[src/rtl/ext_irq_pkg.sv]
package ext_irq_pkg;
  localparam int unsigned CTL_W    = 2;
  localparam int unsigned EN_BIT   = 0;
  localparam int unsigned CLR_BIT  = 1;
  localparam int unsigned VEC_W    = 16;
  localparam logic [VEC_W-1:0] VEC_ADDR = 16'h1FF8;

  // high on the previous sample, low on the current one
  function automatic logic is_fall(input logic prev_s, input logic cur_s);
    return prev_s & ~cur_s;
  endfunction

  // a new edge takes priority over a clear
  function automatic logic next_pending(input logic cur, input logic set_e, input logic clr_e);
    if (set_e)      return 1'b1;
    else if (clr_e) return 1'b0;
    else            return cur;
  endfunction
endpackage

[src/rtl/eirq_sync.sv]
module eirq_sync #(
  parameter int unsigned STAGES = 2
) (
  input  logic clk,
  input  logic rst_n,
  input  logic d_async,
  output logic q_sync
);
  logic [STAGES-1:0] chain;

  generate
    for (genvar g = 0; g < STAGES; g++) begin : g_stage
      if (g == 0) begin : g_first
        always_ff @(posedge clk) begin
          if (!rst_n) chain[0] <= 1'b1;
          else        chain[0] <= d_async;
        end
      end else begin : g_next
        always_ff @(posedge clk) begin
          if (!rst_n) chain[g] <= 1'b1;
          else        chain[g] <= chain[g-1];
        end
      end
    end
  endgenerate

  assign q_sync = chain[STAGES-1];
endmodule

[src/rtl/eirq_latch.sv]
module eirq_latch
  import ext_irq_pkg::*;
(
  input  logic clk,
  input  logic rst_n,
  input  logic pin_s,
  input  logic arm,
  input  logic clr_evt,
  output logic fall_evt,
  output logic pending
);
  logic prev_s;
  logic set_evt;

  always_ff @(posedge clk) begin
    if (!rst_n) prev_s <= 1'b1;
    else        prev_s <= pin_s;
  end

  assign fall_evt = is_fall(prev_s, pin_s);
  assign set_evt  = fall_evt & arm;

  always_ff @(posedge clk) begin
    if (!rst_n) pending <= 1'b0;
    else        pending <= next_pending(pending, set_evt, clr_evt);
  end

  p_set_r2: assert property (@(posedge clk) disable iff (!rst_n)
    fall_evt && arm |=> pending);
  p_single_r3: assert property (@(posedge clk) disable iff (!rst_n)
    fall_evt |=> !fall_evt);
  p_noarm_r4: assert property (@(posedge clk) disable iff (!rst_n)
    !arm && !pending |=> !pending);
  p_clr_r6: assert property (@(posedge clk) disable iff (!rst_n)
    clr_evt && !(fall_evt && arm) |=> !pending);
  p_edge_wins_r8: assert property (@(posedge clk) disable iff (!rst_n)
    clr_evt && fall_evt && arm |=> pending);
endmodule

[src/rtl/eirq_gate.sv]
module eirq_gate (
  input  logic clk,
  input  logic rst_n,
  input  logic pending,
  input  logic cpu_imask,
  input  logic irq_ack,
  output logic irq_req,
  output logic imask_set
);
  logic ack_prev;
  logic ack_rise;

  assign irq_req  = pending & ~cpu_imask;
  assign ack_rise = irq_ack & ~ack_prev;

  always_ff @(posedge clk) begin
    if (!rst_n) begin
      ack_prev  <= 1'b0;
      imask_set <= 1'b0;
    end else begin
      ack_prev  <= irq_ack;
      imask_set <= ack_rise & irq_req;
    end
  end

  p_req_gate_r5: assert property (@(posedge clk) disable iff (!rst_n)
    irq_req |-> pending && !cpu_imask);
  p_ack_set_r10: assert property (@(posedge clk) disable iff (!rst_n)
    $rose(irq_ack) && irq_req |=> imask_set);
  p_pulse_r10: assert property (@(posedge clk) disable iff (!rst_n)
    imask_set |=> !imask_set);
endmodule

[src/rtl/ext_edge_irq.sv]
module ext_edge_irq
  import ext_irq_pkg::*;
#(
  parameter int unsigned SYNC_STAGES = 2
) (
  input  logic              clk,
  input  logic              rst_n,
  input  logic              pin_async,
  input  logic              ctl_wr,
  input  logic [CTL_W-1:0]  ctl_wdata,
  output logic [CTL_W-1:0]  ctl_rdata,
  input  logic              cpu_imask,
  input  logic              irq_ack,
  output logic              irq_req,
  output logic              imask_set,
  output logic [VEC_W-1:0]  irq_vector
);
  logic en_q;
  logic pin_s;
  logic clr_evt;
  logic fall_evt;
  logic pending;

  always_ff @(posedge clk) begin
    if (!rst_n)      en_q <= 1'b0;
    else if (ctl_wr) en_q <= ctl_wdata[EN_BIT];
  end

  assign clr_evt = ctl_wr & ctl_wdata[CLR_BIT];

  always_comb begin
    ctl_rdata         = '0;
    ctl_rdata[EN_BIT] = en_q;
  end

  assign irq_vector = VEC_ADDR;

  eirq_sync #(.STAGES(SYNC_STAGES)) u_sync (
    .clk(clk), .rst_n(rst_n), .d_async(pin_async), .q_sync(pin_s)
  );

  eirq_latch u_latch (
    .clk(clk), .rst_n(rst_n), .pin_s(pin_s), .arm(en_q),
    .clr_evt(clr_evt), .fall_evt(fall_evt), .pending(pending)
  );

  eirq_gate u_gate (
    .clk(clk), .rst_n(rst_n), .pending(pending), .cpu_imask(cpu_imask),
    .irq_ack(irq_ack), .irq_req(irq_req), .imask_set(imask_set)
  );

  p_rd_clr_r7: assert property (@(posedge clk) disable iff (!rst_n)
    ctl_rdata[CLR_BIT] == 1'b0);
  p_wr_en_r6: assert property (@(posedge clk) disable iff (!rst_n)
    ctl_wr |=> ctl_rdata[EN_BIT] == $past(ctl_wdata[EN_BIT]));
endmodule

[config.mk]
export PLATFORM = sky130hd
export DESIGN_NAME = ext_edge_irq
export DESIGN_NICKNAME = d
export VERILOG_FILES = /design/src/rtl/ext_irq_pkg.sv /design/src/rtl/eirq_sync.sv /design/src/rtl/eirq_latch.sv /design/src/rtl/eirq_gate.sv /design/src/rtl/ext_edge_irq.sv
export SDC_FILE = /design/constraint.sdc
export NUM_CORES = 1
export LEC_CHECK = 0
export ABC_CLOCK_PERIOD_IN_PS = 900
export BUFFER_PORTS_ARGS = -buffer_cell sky130_fd_sc_hd__buf_2
export CAP_MARGIN = 10
export CORE_AREA = 2 2 39 41
export CTS_CLUSTER_DIAMETER = 30
export DETAILED_ROUTE_END_ITERATION = 16
export DIE_AREA = 0 0 41 43
export GPL_ROUTABILITY_DRIVEN = 0
export SYNTH_ARGS = -nofsm -noshare
export SYNTH_HDL_FRONTEND = slang
export SYNTH_SLANG_ARGS = --single-unit
[constraint.sdc]
create_clock -name clk -period 0.9 [get_ports clk]
set_clock_uncertainty 0.1 [all_clocks]
set_input_delay 0.045 -clock clk [delete_from_list [all_inputs] [get_ports clk]]
set_output_delay 0.045 -clock clk [all_outputs]
set_load 0.05 [all_outputs]
==> summary by stage, run 1 <==
Yosys
The mean area per synthesized cell is 9.24 um2. Of the total synthesized cell area, the portion taken by full adders, half adders and majority gates is 0. The largest family of logic cells by synthesized area is buffers and inverters. Synthesis instantiated 11 different standard cells from the library. Counting every instance in the synthesized netlist gives 39. The post-synthesis simple-gate area fraction is 0.170. The Yosys step of the flow raised 0 warnings. For this run, the leading register cell type out of synthesis is sky130_fd_sc_hd__dfxtp_1. The share of the synthesized area in compound gates (AO/OA/AOI/OAI) is 0.0174.

Of the total synthesized cell area, the portion taken by XOR and XNOR cells is 0. The sequential fraction of the synthesis area is 0.389. By count the netlist is led by sky130_fd_sc_hd__buf_4, sky130_fd_sc_hd__dfxtp_1. By area the synthesized netlist is led by sky130_fd_sc_hd__dfxtp_1, sky130_fd_sc_hd__buf_4, sky130_fd_sc_hd__and2_1, sky130_fd_sc_hd__nand2b_1, sky130_fd_sc_hd__nor2b_1. The area share of the leading cell type in the synthesized netlist is 0.389. The count of flip-flops with a built-in enable after synthesis is 0. Of the post-synthesis cell area, the part taken by muxes is 0.0278. The mapped netlist covers ~360 um2. The synthesized design spends more area on one cell type than any other, namely sky130_fd_sc_hd__dfxtp_1. Counting flops and latches in the post-synthesis netlist gives 7.

Yosys instantiated no cell more often than sky130_fd_sc_hd__buf_4. The share of synthesized flip-flops with an asynchronous set or reset is 0.

Pwr
The power density normalized to cell area is 1740 nW/um2. The leakage power summed over all cells is about 0.00025 uW. VDD sags by at most between 0.5 and 0.6 mV.

Clock tree
The TritonCTS clock tree is done. The register clock-pin slew on the reported worst setup and hold paths is approximately 0.05 ns. The buffer depth of the longest clock path is 2. The clock drives 7 sinks. The clock insertion delay at the later pin of the skew report is approximately 0.24 ns. The number of H-tree levels is 1.

The tree is rooted in a sky130_fd_sc_hd__clkbuf_4. TritonCTS created 3 clock buffers.

Setup path
The critical path start-end classification is flop to primary output. Traced cell by cell, the critical path runs through nor2b_4 -> buf_6. The number of buffers and inverters on the critical path is 1.

The kind of cell with the highest combined delay along the critical path is flip-flops. The type of origin of the critical path is a flop. For the worst setup path, the data arrival time is 0.86 ns.

The endpoint class of the critical path is a primary output. The delay contributed by the slowest stage of the critical path is around 0.32 ns. Along the worst path, the maximum fanout reaches 2. The largest individual stage delay along the critical path comes from the cell sky130_fd_sc_hd__dfxtp_2. STA puts the critical path data required time at 0.75 ns.

Min path
The path class of the tightest hold or removal check is input pin to flop.

Placed design
Once placement finished, the instance area stood at 360 um2. Port buffering added 10 buffers. Detailed placement finished with a half-perimeter wire length of 334 um.

Job
The number of maximum-capacitance violations is 0.

Global routing
Across every metal layer, demand over resource in global routing totals 0.0665. The initial antenna violation count is 0. The number of global-route vias before repair was around 210. For this run, global-route usage on met1 was measured as 0.0649. In the global route stage, met3 resource usage came out at 0.0314. Entering global routing, the biggest net connects 5 pins. The first global-routing pass estimated 710 um of wire. For met2 alone, demand over resource in global routing was 0.0875.

Global routing finished with a remaining overflow of 0. The most used routing layer in global routing is met2.

Floorplan
The total die area is 1760 um2. The placeable core region is 1380 um2. For this configuration, the core starts out at a cell density of 0.260.

For this design the top-level I/O count stands at 28. The die is between 40 and 50 um tall. From left edge to right edge, the die measures approximately 41 um. The initialized floorplan defines 14 standard-cell rows.

Route
Dividing the detail-routed wire length by the instance count gives ~6.5 um. The total DRC errors in the routed layout is 0. The initial DRC count is 3. The detail route stage leaves a number of antenna-violating nets equal to 0. The post-detailed-routing wire length is 470 um. The pre-antenna-repair detailed-routing pass consisted of 2 iterations.

In the routed layout, each cell is associated on average with a via count of 3.22. The final route contains 232 vias.

Timing
The minimum period implied by the final worst setup slack is approximately 1.0 ns. The number of hold-slack violations in the final timing report is 0. In the final timing run, aggregate negative setup slack is -0.103 ns. Hold is met by 0.0644 ns.

The total setup violations reported at the end of the flow is 1. Setup repair after global routing could not meet its margin everywhere. In the finished design, the share of the clock period the worst path needs comes to 1.11.

The count of pins over their slew limit is 0. The fmax is 997 MHz. The post-layout worst setup margin is -0.103 ns.

Run status
The checks that failed: negative setup slack. The run finished, with violations left.

Layout
The filler cell count is approximately 150. In the final layout, flip-flops and latches occupy 143 um2. The number of nets in the finished design is 65. The total area of multi-input combinational cells is about 150 um2. The finished cells cover 480 um2. The number of antenna diodes in the final layout is 0. Relative to the synthesized area, the layout overhead comes to 33.3%. In the final layout, the share of cells above drive strength 1 is 0.268.
layer usage:
metal  wire length, um  vias up
li1                  -      118
met1               193       98
met2               210       14
met3                61        2
met4                 5        0
met5                 0        -
worst reg2reg max path: stages, from the launching register on:
cell,delay (ns)
sky130_fd_sc_hd__dfxtp_2,0.31
sky130_fd_sc_hd__nor2b_4,0.12
sky130_fd_sc_hd__and3b_1,0.17
metrics by stage:
step / utilization / power [uW] / setup slack [ns] / std cells
6_report: 0.347 / 834 / -0.103 / 72
5_1_grt: 0.347 / 889 / -0.150 / 72
4_1_cts: 0.342 / 848 / -0.117 / 73
3_5_place_dp: 0.260 / 533 / 0.0676 / 62
3_3_place_gp: 0.260 / 533 / 0.0759 / 62
2_1_floorplan: - / 571 / -0.0721 / 54
registers in the layout (all words and copies together) (netlist names):
name              flops
en_q                  1
u_gate.ack_prev       1
u_gate.imask_set      1
u_latch.pending       1
u_latch.prev_s        1
u_sync.chain          1
u_sync.q_sync         1
path summary, 6_finish.rpt:
check                     endpoint  cells after the start       startpoint  slack (ns)
setup / recovery           irq_req                      2  u_latch.pending       -0.10
hold / removal    u_gate.imask_set                      3        cpu_imask        0.06
setup reg to reg  u_gate.imask_set                      2  u_latch.pending        0.09
hold reg to reg      u_sync.q_sync                      1  u_sync.chain[0]        0.30
report_power, final:
| part | switching [uW] | internal [uW] | leakage, uW |
|---|---|---|---|
| Clock | 108 | 169 | 0.0000150 |
| Sequential | 4.10 | 322 | 0.0000584 |
| Combinational | 183 | 48.8 | 0.000179 |
cell families after synthesis:
group,after synthesis
buffers and inverters,18
AND/OR/NAND/NOR,10
flip-flops,7
other,2
AO/OA/AOI/OAI,1
multiplexers,1
timing repair:
item,4_1_cts,5_1_grt
hold buffers,7,0
pin swaps,0,1
buffers inserted,0,0
gates resized for setup,6,4
hold endpoints to repair,6,0
endpoints found under the setup margin,3,6
layout make-up:
type                            count  area share
Clock buffer                        4      0.0547
Multi-Input combinational cell     29       0.310
Sequential cell                     7       0.297
Tap cell                           16      0.0417
Timing Repair Buffer               16       0.297
layout by cell type, fill, tap and decap left out, types with 2 or more instances in the layout:
cell / n
sky130_fd_sc_hd__nand2b_1: 2
sky130_fd_sc_hd__nand2_1: 2
sky130_fd_sc_hd__dfxtp_1: 5
sky130_fd_sc_hd__and2_1: 2
sky130_fd_sc_hd__clkbuf_4: 3
sky130_fd_sc_hd__dlygate4sd3_1: 5
sky130_fd_sc_hd__dfxtp_2: 2
sky130_fd_sc_hd__dlymetal6s4s_1: 2
sky130_fd_sc_hd__buf_6: 2
sky130_fd_sc_hd__conb_1: 17
sky130_fd_sc_hd__buf_2: 6
No activity file was read; power rests on OpenSTA's default activity.
==> inputs of run 2 (changes only) <==
Settings changed: ABC_CLOCK_PERIOD_IN_PS 900 to 1000, BUFFER_PORTS_ARGS -buffer_cell sky130_fd_sc_hd__buf_2 to -buffer_cell sky130_fd_sc_hd__clkbuf_2, CORE_AREA 2 2 39 41 to 10 10 47 49, DIE_AREA 0 0 41 43 to 0 0 57 59.
Clock period 0.9 ns to 1 ns, I/O delays scaled along.
==> run 2 against run 1 <==
The flow still finishes with violations (negative setup slack). Setup slack gained 0.075 ns. First-iteration DRC count shrank 67%. Total power shrank 8.4%. Design area grew 0.26%. Global-route usage shrank 1.8 points. Wire length grew 66%. Sequential share of layout area shrank 0.34 points. Register-to-register slack gained 0.12 ns. Sequential cell count is the same. Non-clock buffer count grew 1. Core utilization shrank 0.34 points. Largest cell class unchanged. Largest power group unchanged.
==> summary by stage, run 2 (synthesized netlist as in run 1, its figures left out) <==
Pwr
For this design the static power due to leakage is between 0.0002 and 0.00025 uW. The maximum ir drop on the vdd rail is between 0.7 and 0.8 mV. For this design the ratio of total power to cell area is between 1500 and 2000 nW/um2.

Setup path
The worst setup path is of the flop to primary output kind. The signal on the critical path passes through nor2b_4 -> buf_8. The worst setup path is launched from a flop. Data on the critical path arrives at its endpoint at 0.88 ns. The maximum fanout along the worst path is 2. The critical-path cell with the highest stage delay is sky130_fd_sc_hd__dfxtp_2.

The worst setup path is captured at a primary output. For the worst setup path, the data required time is between 0.8 and 0.9 ns. The delay contributed by the slowest stage of the critical path is ~0.33 ns.

Route
The number of vias per cell after detailed routing is 3.33. For this run, the detailed router's first-pass iteration total came to 2. The post-detailed-routing wire length is around 800 um. The total DRC errors in the routed layout is 0. The number of vias after detailed routing is 243.

After the first detailed-routing iteration, the DRC count stood at 1. The count of antenna-violating nets left after detailed routing is 0. In the final routed layout, each cell accounts on average for ~11 um.

Timing
The total setup violations reported at the end of the flow is 1. The routed design could run at a clock period as short as around 1.0 ns. The number of hold-slack violations in the final timing report is 0. The share of the clock period used by the worst path after layout is 1.03. The setup TNS is -0.0277 ns.

Setup repair after global routing could not meet its margin everywhere. Based on the critical path, the design can be clocked at up to approximately 1000 MHz. Across all setup checks in the final design, the least slack found is -0.0277 ns. The count of pins over their slew limit came to 0.

Global routing
For this run, global-route usage on met1 was measured as 0.0362. The total track usage is 0.0483. The most used routing layer in global routing is met2. The initial antenna violation count is 0. In the global route stage, met3 resource usage came out at 0.0472. The number of global-route vias before repair is approximately 280. Entering global routing, the biggest net connects 6 pins.

For met2 alone, demand over resource in global routing was 0.0729. The aggregate global routing overflow is 0. The first-pass GRT wire length is 1250 um.

Placed design
Timing analysis after detailed placement gives a worst setup slack of 0.111 ns. The wire-length estimate of the detail-placed layout is 588 um. Counting tap cells, the placed design contains a total of 62 instances. The count of buffers inserted at the top-level ports is 10.

Clock tree
The register clock-pin slew on the reported worst setup and hold paths is ~0.050 ns. The number of buffers created by CTS is 3. The buffer depth of the longest clock path is 2. The clock tree root driver cell is sky130_fd_sc_hd__clkbuf_4. The number of clock sinks is 7. The TritonCTS clock tree is done. The clock insertion delay at the later pin of the skew report is about 0.25 ns.

In this run the number of H-tree levels came out at 1. The post-CTS setup buffer count is 0.

Layout
The layout has 160 filler cells. The fraction of final layout cells with drive strength greater than 1 is 0.281. The number of cells in the finished layout apart from fillers is 73. For this run, the post-layout net count is 66. The signed area change from the synthesized netlist to the final layout is 33.7%.

The number of inserted diodes is 0. The library cell used most frequently in the layout, excluding fill and tap cells, is sky130_fd_sc_hd__conb_1. The library cells used most frequently in the layout, excluding fill and tap cells, are sky130_fd_sc_hd__conb_1, sky130_fd_sc_hd__dlygate4sd3_1, sky130_fd_sc_hd__clkbuf_2. The sequential cells in the finished layout cover a total of 141 um2. In the final layout, the multi-input gates occupy 151 um2.

Floorplan
In this run the horizontal extent of the chip is 57 um. After floorplanning, the core was sized to cover about 1400 um2. The die span in y is between 50 and 60 um. The die covers 3360 um2. The cell row count is 14. The initial core utilization is 0.257. Pin placement for this block handled 28 I/O pins.

Run status
The final reports fail on negative setup slack. The run finished, with violations left.

Min path
The worst hold path belongs to the class input pin to flop.

Job
The number of maximum-capacitance violations is 0.
[run 2: cell count changes in the layout (fill, tap and decap cells not counted), sizes merged]
cell / delta
clkbuf: +8
buf: -7
dlygate4sd3: +2
dlymetal6s4s: -2
[run 2: repair_timing]
action | in CTS | in global routing
hold buffers | 7 | 0
resized for setup | 5 | 5
endpoints found under the setup margin | 2 | 4
gates cloned | 0 | 0
endpoints found under the hold margin | 6 | 0
[run 2: final timing paths]
check	start	to	slack, ns	depth (start not counted)
worst max-delay path	u_latch.pending	irq_req	-0.03	2
worst min-delay path	cpu_imask	u_gate.imask_set	0.03	3
worst max register to register	u_latch.pending	u_gate.imask_set	0.21	2
worst min register to register	u_sync.chain[0]	u_sync.q_sync	0.31	1
[run 2: area by class of cell]
type	count	area share
multi-input cells	29	0.314
clock buffers	4	0.0545
flip-flops and latches	7	0.294
well taps	16	0.0416
repair buffers	17	0.296
[run 2: stage by stage]
stage	util	cell area, um2	total power, uW	hold slack (ns)
finish	0.344	482	764	0.0344
detailed placement	0.256	359	481	0.133
CTS	0.338	474	774	0.0202
global route	0.344	482	812	0.0518
floorplan	-	424	514	0.0230
global placement	0.256	359	480	0.126
[run 2: worst max-delay path: cells and delay by family, from the launching register on]
kind,cells,cell delay (ns)
simple gates,1,0.15
flops,1,0.33
buf+inv,1,0.15
[run 2: report_power, final]
group,internal [uW],leakage (uW),switching [uW]
clock,152,0.0000150,105
sequential,289,0.0000580,4.27
combinational,45.6,0.000167,168
total,487,0.000240,277
[run 2: layer usage]
layer	part of all wire	vias to the layer above	wire length, um
met5	0	-	0
met4	0	0	0
met3	0.19	0	147
met2	0.50	17	387
met1	0.31	106	245
li1	-	120	-
==> inputs of run 3 (changes only) <==
Settings changed: CORE_AREA 10 10 47 49 to 2 2 39 41, DIE_AREA 0 0 57 59 to 0 0 41 43.
==> run 3 against run 2 <==
The run still ends with negative setup slack left. Worst hold slack lost 0.032 ns. Wire length shrank 43%. Core utilization shrank 1.2 points. Critical path type unchanged.
==> summary by stage, run 3 (synthesized netlist as in run 1, its figures left out) <==
Setup path
The critical path start-end classification is flop to primary output. At the worst endpoint, the arrival time is between 0.8 and 0.9 ns. The critical path buffer and inverter count is 1. The critical path goes through nor2b_4 -> buf_8. The maximum fanout along the worst path is 2.

Data on the critical path is required at its endpoint by 0.85 ns. Grouping stages by cell kind, the critical path spends the most delay in flip-flops. The type of origin of the critical path is a flop. The endpoint class of the critical path is a primary output. On the worst path, the slowest cell contributes a delay of 0.32 ns. Among all stages on the critical path, the largest delay is contributed by sky130_fd_sc_hd__dfxtp_2.

Layout
The fraction of final layout cells with drive strength greater than 1 is 0.286. The library cells used most frequently in the layout, excluding fill and tap cells, are sky130_fd_sc_hd__conb_1, sky130_fd_sc_hd__clkbuf_2, sky130_fd_sc_hd__dfxtp_1. For this run, the share of the core covered by cells in the final layout is 0.332.

The number of nets in the finished design is 65. The repair_antennas step left the layout with diodes totalling 0. Relative to the synthesized area, the layout overhead comes to 27.4%.

Once layout is done, the placed cells without fillers occupy 459 um2. The sequential cell area is 141 um2. The filler cell count is ~150.

Leaving out fill and tap cells, the most frequent cell in the layout is sky130_fd_sc_hd__conb_1. In the final layout, the multi-input gates occupy 149 um2. The finished layout holds 72 standard cells, fillers aside.

Floorplan
The total die area is 1760 um2. The cell row count is 14. The initial core utilization is 0.260. The die is 43 um tall. The die extent in x is 41 um.

28 I/O pins were placed. The placeable core region is 1380 um2.

Global routing
The aggregate global routing overflow is 0. Entering global routing, the biggest net connects 5 pins. The first global-routing pass estimated roughly 700 um of wire. The initial antenna violation count was 0. For this run, the total global-route usage over all layers was measured as 0.0664.

The number of global-route vias before repair is 205.

Run status
The final reports fail on negative setup slack. The run finished, with violations left.

Pwr
In this run the power density over the cells is 1610 nW/um2. IR analysis of the VDD net gives a maximum drop of 0.630 mV. The power share of the sequential group is 0.397. The internal power of the cells totals between 400 and 500 uW. The combinational share of power is 0.272. The proportion of total power due to net switching is 0.352.

The share of total power in the clock network is 0.331. In this run the power spent charging and discharging nets is approximately 260 uW. The leakage power summed over all cells is around 0.00024 uW.

Clock tree
The number of clock sinks is 7. The clock insertion delay at the later pin of the skew report is roughly 0.24 ns. The number of H-tree levels is 1.

The cell sitting at the root of the clock tree is a sky130_fd_sc_hd__clkbuf_4. The number of buffers created by CTS is 3. After clock tree synthesis, the clock-pin slew on the worst setup and hold paths is 0.05 ns.

TritonCTS built the clock tree. In this run the deepest clock path goes through 2 buffers.

Timing
The minimum period implied by the final worst setup slack is approximately 1.0 ns. The share of the clock period used by the worst path after layout is 1.01. The number of hold-slack violations in the final timing report came to 0.

The total setup violations reported at the end of the flow is 1. The count of pins over their slew limit was 0. Summed over all failing endpoints, the final setup total negative slack is -0.0123 ns.

Setup repair after global routing could not meet its margin everywhere. The post-layout worst setup margin is -0.0123 ns. The fmax is 988 MHz.

Route
The detailed-routing iteration count for the pre-antenna-repair pass is 2. Detailed routing inserted a total of 229 vias. After detailed routing, the average wire length per cell comes to between 6 and 7 um. In this run, the number of DRC markers left after iteration 0 of detailed routing was 1. The number of vias per cell after detailed routing is 3.18. After detailed routing, the total wire length is 441 um. The total DRC errors in the routed layout is 0. Once detail routing completed, the nets flagged for antenna violations numbered 0.

Placed design
The number of placed cells counting well taps is just over 60. Buffers placed on the I/O ports in this run total 10. The half-perimeter wire length after detailed placement is around 350 um. The cell area after placement is ~360 um2.

Min path
The min-delay analysis places its worst path in the category input pin to flop.

Job
The number of maximum-capacitance violations is 0.
==> run 3: metal layers <==
| layer | track usage | wire length, um |
|---|---|---|
| met5 | 0 | 0 |
| met4 | 0.0800 | 4 |
| met3 | 0.0314 | 58 |
| met2 | 0.0844 | 188 |
| met1 | 0.0680 | 189 |
==> run 3: repair_timing <==
action	4_1_cts	5_1_grt
hold endpoints to repair	5	0
setup endpoints to repair	2	3
buffers inserted	1	0
gates resized for setup	4	3
hold buffers	5	0
==> run 3: final timing paths <==
check	endpoint	from	depth (start not counted)	slack, ns
max	irq_req	u_latch.pending	2	-0.01
min	en_q	ctl_wr	3	0.002
max reg2reg	u_gate.imask_set	u_latch.pending	3	0.10
min reg2reg	u_sync.q_sync	u_sync.chain[0]	1	0.30
==> run 3: layout make-up <==
class                           count  share of cell area
Tap cell                           16              0.0436
Multi-Input combinational cell     29               0.324
Clock buffer                        4              0.0572
Timing Repair Buffer               16               0.267
Sequential cell                     7               0.308
==> run 3: power by group through the flow <==
stage	Combinational (uW)	Clock, uW	Sequential [uW]
floorplan	216	0	298
global placement	182	0	298
detailed placement	182	0	298
CTS	200	257	292
global route	211	287	294
finish	201	244	293
==> run 3: worst min-delay path: stages <==
cell and delay, ns:
sky130_fd_sc_hd__clkbuf_2 0.09, sky130_fd_sc_hd__mux2i_1 0.07, sky130_fd_sc_hd__nor2b_1 0.10
==> run 3: stage by stage <==
| stage | hold WS [ns] | total power (uW) | setup slack [ns] |
|---|---|---|---|
| floorplan | 0.0230 | 514 | 0.0142 |
| global placement | 0.128 | 479 | 0.144 |
| detailed placement | 0.133 | 480 | 0.125 |
| CTS | 0.00481 | 749 | -0.0372 |
| global route | 0.0175 | 792 | -0.0544 |
| finish | 0.00191 | 738 | -0.0123 |
